### src/rtl/net_irq_pkg.sv
package net_irq_pkg;
   localparam int STAT_W = 8;
   localparam int WORD_W = 2 * STAT_W;

   localparam int B_RXPKT   = 0;
   localparam int B_TXDONE  = 1;
   localparam int B_TXEMPTY = 2;
   localparam int B_ALLOC   = 3;
   localparam int B_OVRN    = 4;
   localparam int B_PROT    = 5;
   localparam int B_EARLY   = 6;
   localparam int B_PHY     = 7;

   // bits that mirror a live level instead of latching a pulse
   localparam logic [STAT_W-1:0] LEVEL_DEFAULT = 8'h05;

   typedef struct packed {
      logic [STAT_W-1:0] enable;
      logic [STAT_W-1:0] flags;
   } irq_word_t;
endpackage

### src/rtl/net_irq_cross.sv
// Rising-crossing detector: pulses once when count first exceeds threshold.
module net_irq_cross #(
   parameter int CNT_W = 11
) (
   input  logic             clk,
   input  logic             rst_n,
   input  logic [CNT_W-1:0] count,
   input  logic [CNT_W-1:0] thresh,
   output logic             fire
);
   logic above;
   logic above_q;

   assign above = (count > thresh);

   always_ff @(posedge clk or negedge rst_n) begin
      if (!rst_n) above_q <= 1'b0;
      else        above_q <= above;
   end

   assign fire = above & ~above_q;
endmodule

### src/rtl/net_irq_mask.sv
module net_irq_mask #(
   parameter int STAT_W = 8
) (
   input  logic              clk,
   input  logic              rst_n,
   input  logic              we,
   input  logic [STAT_W-1:0] wdata,
   output logic [STAT_W-1:0] enable
);
   logic [STAT_W-1:0] en_q;

   always_ff @(posedge clk or negedge rst_n) begin
      if (!rst_n)  en_q <= '0;
      else if (we) en_q <= wdata;
   end

   assign enable = en_q;
endmodule

### src/rtl/net_irq_status.sv
// Per-bit flag cells: level bits mirror their input, the rest are sticky
// with write-one-to-clear; a new pulse beats a simultaneous clear.
module net_irq_status #(
   parameter int                STAT_W    = 8,
   parameter logic [STAT_W-1:0] LEVEL_SEL = 8'h05
) (
   input  logic              clk,
   input  logic              rst_n,
   input  logic [STAT_W-1:0] src,
   input  logic [STAT_W-1:0] ack,
   output logic [STAT_W-1:0] flags
);
   logic lvl_ack_unused;
   assign lvl_ack_unused = ^(ack & LEVEL_SEL);

   for (genvar i = 0; i < STAT_W; i++) begin : g_bit
      if (LEVEL_SEL[i]) begin : g_lvl
         assign flags[i] = src[i];
      end else begin : g_lat
         logic q;
         always_ff @(posedge clk or negedge rst_n) begin
            if (!rst_n) q <= 1'b0;
            else        q <= src[i] | (q & ~ack[i]);
         end
         assign flags[i] = q;
      end
   end
endmodule

### src/rtl/net_irq_hub.sv
module net_irq_hub
   import net_irq_pkg::*;
#(
   parameter int                CNT_W     = 11,
   parameter logic [STAT_W-1:0] LEVEL_SEL = LEVEL_DEFAULT
) (
   input  logic              clk,
   input  logic              rst_n,
   input  logic              host_wr,
   input  logic [1:0]        host_be,
   input  logic [WORD_W-1:0] host_wdata,
   output logic [WORD_W-1:0] host_rdata,
   input  logic              phy_chg,
   input  logic              prot_evt,
   input  logic              rx_ovrn,
   input  logic              alloc_done,
   input  logic              tx_done,
   input  logic              rx_nempty,
   input  logic              tx_empty,
   input  logic [CNT_W-1:0]  rx_byte_cnt,
   input  logic [CNT_W-1:0]  erx_thresh,
   output logic              irq_out
);
   if (CNT_W < 1 || CNT_W > 32) begin : g_bad_cnt_w
      $error("net_irq_hub: CNT_W out of range");
   end
   if (LEVEL_SEL[B_EARLY]) begin : g_bad_level_sel
      $error("net_irq_hub: early-receive bit must be an event bit");
   end

   logic              erx_fire;
   logic [STAT_W-1:0] src;
   logic [STAT_W-1:0] ack;
   logic              en_we;
   logic [STAT_W-1:0] flags;
   logic [STAT_W-1:0] enable;
   irq_word_t         word;

   net_irq_cross #(.CNT_W(CNT_W)) u_erx (
      .clk    (clk),
      .rst_n  (rst_n),
      .count  (rx_byte_cnt),
      .thresh (erx_thresh),
      .fire   (erx_fire)
   );

   always_comb begin
      src            = '0;
      src[B_RXPKT]   = rx_nempty;
      src[B_TXDONE]  = tx_done;
      src[B_TXEMPTY] = tx_empty;
      src[B_ALLOC]   = alloc_done;
      src[B_OVRN]    = rx_ovrn;
      src[B_PROT]    = prot_evt;
      src[B_EARLY]   = erx_fire;
      src[B_PHY]     = phy_chg;
   end

   assign ack   = {STAT_W{host_wr & host_be[0]}} & host_wdata[STAT_W-1:0];
   assign en_we = host_wr & host_be[1];

   net_irq_status #(.STAT_W(STAT_W), .LEVEL_SEL(LEVEL_SEL)) u_stat (
      .clk   (clk),
      .rst_n (rst_n),
      .src   (src),
      .ack   (ack),
      .flags (flags)
   );

   net_irq_mask #(.STAT_W(STAT_W)) u_mask (
      .clk    (clk),
      .rst_n  (rst_n),
      .we     (en_we),
      .wdata  (host_wdata[WORD_W-1:STAT_W]),
      .enable (enable)
   );

   assign word.flags  = flags;
   assign word.enable = enable;
   assign host_rdata  = word;
   assign irq_out     = |(flags & enable);
endmodule

### config.mk
export PLATFORM = sky130hd
export DESIGN_NAME = net_irq_hub
export DESIGN_NICKNAME = d
export VERILOG_FILES = /design/src/rtl/net_irq_pkg.sv /design/src/rtl/net_irq_cross.sv /design/src/rtl/net_irq_mask.sv /design/src/rtl/net_irq_status.sv /design/src/rtl/net_irq_hub.sv
export SDC_FILE = /design/constraint.sdc
export NUM_CORES = 1
export LEC_CHECK = 0
export BUFFER_PORTS_ARGS = -buffer_cell sky130_fd_sc_hd__buf_2
export CORE_UTILIZATION = 44
export CTS_CLUSTER_DIAMETER = 30
export DETAILED_ROUTE_END_ITERATION = 8
export PLACE_DENSITY = 0.95
export SLEW_MARGIN = 20
export SYNTH_ARGS = -nofsm -noshare
export SYNTH_HDL_FRONTEND = slang
export SYNTH_SLANG_ARGS = --single-unit
### constraint.sdc
create_clock -name clk -period 1.4 [get_ports clk]
set_input_delay 0.14 -clock clk [delete_from_list [all_inputs] [get_ports clk]]
set_output_delay 0.14 -clock clk [all_outputs]
set_load 0.02 [all_outputs]
Word-level counts from Yosys, hierarchy flattened. Index checks and enable logic that the tools add are counted.

Reductions and logical operators: 1. Order comparisons: 1. Bitwise logic cells: 24.

Operator list (count): $and 8x8->8 (2); $gt 11x11->1 (1); $and 1x1->1 (9); $reduce_or 8->1 (1); $not 1->1 (7); $or 1x1->1 (6).

Logic and storage cells: 34. Output and inout bits: 17. Register bits after elaboration: 15. Bits of input ports: 50.

Depth between registers and ports, before layout.
Depth after elaboration: 5. Mapped depth: 6. Depth with buffers taken out: 6.

Cells and area by module. A second synthesis with hierarchy kept.

Cell total of the unflattened synthesis: 98. Area, all modules: 1027.2 um^2.

Modules (own cells, without submodules): net_irq_mask (sequential area each 200.2 um^2, area each 331.6 um^2, cells each 17, times used 1); net_irq_cross (sequential area each 25.0 um^2, area each 324.1 um^2, cells each 41, times used 1); net_irq_status (sequential area each 150.1 um^2, area each 277.8 um^2, cells each 26, times used 1); net_irq_hub (sequential area each 0.0 um^2, area each 93.8 um^2, cells each 14, times used 1).

Worst setup path after synthesis. OpenSTA, ideal clock, no wires.

Kind: in2reg. From: input port erx_thresh[10]. To: register u_stat.g_bit[6].g_lat.q. Setup time: 129 ps. Stages: 6. Data required time: 1271 ps. Buffers on the path: 0. Arrival: 1072 ps. Slack: 199 ps. Cell sequence: inv_1 -> ha_1 -> nand3_2 -> nor4_4 -> a2bb2oi_2 -> a21oi_1.

Longest elaborated chain between the ends: 3.

Ends and longest elaborated chain: start: declaration (line net_irq_hub.sv:21) `input logic [CNT_W-1:0] erx_thresh,`; $gt 11x11->1 (line net_irq_cross.sv:14) `assign above = (count > thresh);`; $and 1x1->1 (line net_irq_cross.sv:21) `assign fire = above & ~above_q;`; $or 1x1->1 (line net_irq_status.sv:23) `else q <= src[i] | (q & ~ack[i]);`; end signal: assignment (line net_irq_status.sv:23); end: declaration (line net_irq_status.sv:20) `logic q;`.

No other way between the ends. A chain may end at the register's enable or synchronous reset.

Worst setup path after layout.
From: register u_stat.g_bit[5].g_lat.q. To: output port irq_out.

Longest elaborated chain between the ends: 2.

Ends and longest elaborated chain: start: declaration (line net_irq_status.sv:20); start signal: assignment (line net_irq_status.sv:23); $and 8x8->8 (line net_irq_hub.sv:81) `assign irq_out = |(flags & enable);`; $reduce_or 8->1 (line net_irq_hub.sv:81); end: declaration (line net_irq_hub.sv:22) `output logic irq_out`.

No other way between the ends.

==> impl_metrics.py <==
metrics = {
    "sta": {
        "post-route-min-period_ns": 1.33,
        "maxClockFrequency_mhz": 753,
        "finalSetupTns_ns": 0,
        "finalMaxSlewViolations": 0,
        "skew_ns": 0.00869,
        "report.final.setup_viol": 0,
        "hold_viol_final": 0,
        "rsz0062_at_grt": "false",
        "max_slew_margin_pct": 75.8,
        "max_slew.worst_pin.slew_ns": 0.362,
        "min_period_over_period_pct": 94.9,
    },
    "placed_design": {
        "half_perimeter_wire_length_of_the_detailed_placement_result_mm": 1.89,
        "gp_congestion": 0.669,
        "dpl-instance-area_sq_um": 1260,
        "buffer_ports.inserted": 64,
    },
    "flow_run": {
        "max_cap_violations": 0,
    },
    "floorplanning": {
        "floorplan.die_area_sq_um": 2400,
        "die-height_um": 49.0,
        "die-width_um": 49.0,
        "placeableCoreArea_sq_um": 2020,
        "io-pin-count": 67,
        "initial_utilization_pct": 48.0,
        "core.rowCount": 16,
    },
    "run_status": {
        "run_status": "completed",
    },
    "global_route": {
        "grtUsageTotal_pct": 21.3,
        "grt_pass1_vias": 937,
        "number_of_antenna_violations_at_the_first_check_in_global_routing": 0,
        "pin_count_of_the_biggest_net_entering_global_routing": 16,
        "grt.overflow.total": 0,
        "grt_pass1_wl_mm": 3.84,
    },
    "setup_path": {
        "setup.worst_path.end_class": "primary output",
        "critical_path_peak_fanout": 3,
        "crit_path_cell_trace": "a22oi_1, nand4_1, buf_2",
        "data_arrival_time_at_the_worst_slack_endpoint_ns": 1.19,
        "path_class": "reg2out",
        "required_time_of_the_critical_path_ns": 1.26,
        "timing.critical_path.slowest_cell_delay_ns": 0.42,
        "critPathLaunchType": "flip-flop",
        "worst_path_max_delay_cell": "dfrtp_1",
    },
    "finish": {
        "area.sequential_sq_um": 375,
        "diodes": 0,
        "drive_gt1_share_pct": 52.9,
        "stdcell_area_sq_um": 1300,
        "syn_to_final_growth_pct": 33.9,
        "count_of_fill_cells_added_during_filler_insertion": 174,
        "multi_input_area_sq_um": 492,
        "finish.net_count": 217,
    },
    "yosys": {
        "postSynthCellCount": 95,
        "syn-num-nets": 156,
        "avgSynthCellArea_sq_um": 10.2,
        "yosys_warnings": 0,
        "synth.distinct_cells": 21,
        "synth-seq-area-share_pct": 38.7,
        "synthesis.area_sq_um": 971,
        "yosys_reg_bits": 15,
    },
    "clocking": {
        "cts_root_buffer": "clkbuf_4",
        "clock_net_sink_count": 15,
        "clockBufferDepth": 2,
        "h-tree-depth": 1,
        "worst_skew_late_latency_ns": 0.29,
        "postCtsSetupBuffers": 0,
        "cts_tree": "built",
        "cts_made_buffers": 3,
        "clk_pin_slew_worst_paths_ns": 0.10,
    },
    "route": {
        "drc_errors": 0,
        "antenna_left": 0,
        "wl_per_cell_um": 12.7,
        "detailroute.via_count": 919,
        "detail_route.iter0.violations": 12,
        "route.detailed.vias_per_inst": 5.05,
        "wirelength_mm": 2.32,
        "drtPass1Iterations": 4,
    },
    "power_and_ir_drop": {
        "ir_drop_mv": 0.644,
        "static-leakage-power_nw": 0.694,
        "power_density_nw_per_um2": 903,
    },
    "min_path": {
        "hold_path_class": "in2reg",
    },
}
placed cells by master (no fill, tap or decap), drive strengths merged, types with 2 or more instances in the layout:
master / Yosys / final
buf: 9 / 64
dfrtp: 15 / 15
inv: 11 / 11
ha: 11 / 11
nand2: 11 / 11
mux2: 8 / 8
a21oi: 6 / 6
a21o: 5 / 5
a22oi: 4 / 4
nand3: 4 / 4
clkbuf: 0 / 3
o21ai: 2 / 2
nor2: 2 / 2
cell usage after synthesis:
cell type   n  share of area [%]
nor4_4      1                2.2
nand2_2     1               0.64
nand4_1     1               0.64
a211oi_1    1               0.77
a21oi_1     6                3.1
ha_1       11                 14
dfrtp_1    15                 39
a2bb2oi_2   1                1.5
nand3_1     3                1.5
a221oi_1    1               0.90
nand3_2     1                1.0
a21o_1      5                3.9
nor2_1      2               0.77
inv_1      11                4.3
a22oi_1     4                3.1
buf_4       9                7.0
mux2_2      8                9.3
o21ai_0     2                1.0
nor3_2      1                1.0
nand2_1    10                3.9
and2_1      1               0.64
state kept, by name (all words and copies together) (netlist names):
name / flops
u_erx.above_q: 1
u_mask.enable: 8
u_stat.g_bit.g_lat.q: 6
per-stage QoR:
stage               hold WS, ns  std cells  setup slack (ns)  power, mW  util [%]
finish                   0.0251        182            0.0717       1.17      64.3
global route             0.0171        182           0.00803       1.24      64.3
CTS                      0.0265        182            0.0421       1.17      64.0
detailed placement       0.0535        177            0.0267      0.922      62.2
global placement         0.0488        177            0.0633      0.901      62.2
floorplan                -0.156         95             0.199      0.783         -
routing by layer:
metal / GRT usage [%] / part of all wire, % / wire length (um)
met4: 7.84 / 1.3 / 29
met3: 4.05 / 4.8 / 112
met1: 21.7 / 38 / 889
met5: 0 / 0 / 0
met2: 42.1 / 56 / 1290
worst paths after layout:
kind / slack, ns / cells after the start / start / end
setup / recovery: 0.07 / 3 / u_stat.g_bit[5].g_lat.q / irq_out
hold / removal: 0.03 / 2 / alloc_done / u_stat.g_bit[3].g_lat.q
setup reg to reg: 0.45 / 2 / u_stat.g_bit[6].g_lat.q / u_stat.g_bit[6].g_lat.q
hold reg to reg: 0.53 / 1 / u_stat.g_bit[3].g_lat.q / u_stat.g_bit[3].g_lat.q
max in group asynchronous: 0.87 / 2 / rst_n / u_mask.enable[3]
min in group asynchronous: 0.27 / 2 / rst_n / u_stat.g_bit[3].g_lat.q
timing repair:
item,in CTS,in global routing
hold buffers,1,0
gates resized for setup,0,1
setup endpoints to repair,0,1
endpoints found under the hold margin,15,0
critical path: cells and delay by family (launching register included):
family          cells  cell delay, ns
flops               1            0.42
compound gates      1            0.21
buf+inv             1            0.17
simple gates        1            0.11
power breakdown:
group / leakage [nW] / internal [mW] / switching (mW)
sequential: 0.165 / 0.487 / 0.0505
clock: 0.0177 / 0.106 / 0.147
combinational: 0.511 / 0.178 / 0.206
total: 0.694 / 0.771 / 0.403
cell type report:
| cell class | count | share of cell area [%] |
|---|---|---|
| clock buffer | 3 | 1.73 |
| clock inverter | 1 | 0.385 |
| inverter | 11 | 3.18 |
| multi-input combinational | 60 | 37.8 |
| sequential | 15 | 28.9 |
| tap | 27 | 2.60 |
| timing repair buffer | 65 | 25.4 |
cell families after synthesis:
family | Yosys count | synth area share (%)
buffers and inverters | 20 | 11.2
DFF | 15 | 38.7
and+or+nand+nor | 21 | 12.4
muxes | 8 | 9.28
adders and majority gates | 11 | 14.2
AOI/OAI and AO/OA | 20 | 14.3
Note: power is estimated with default switching activity, not from simulation.
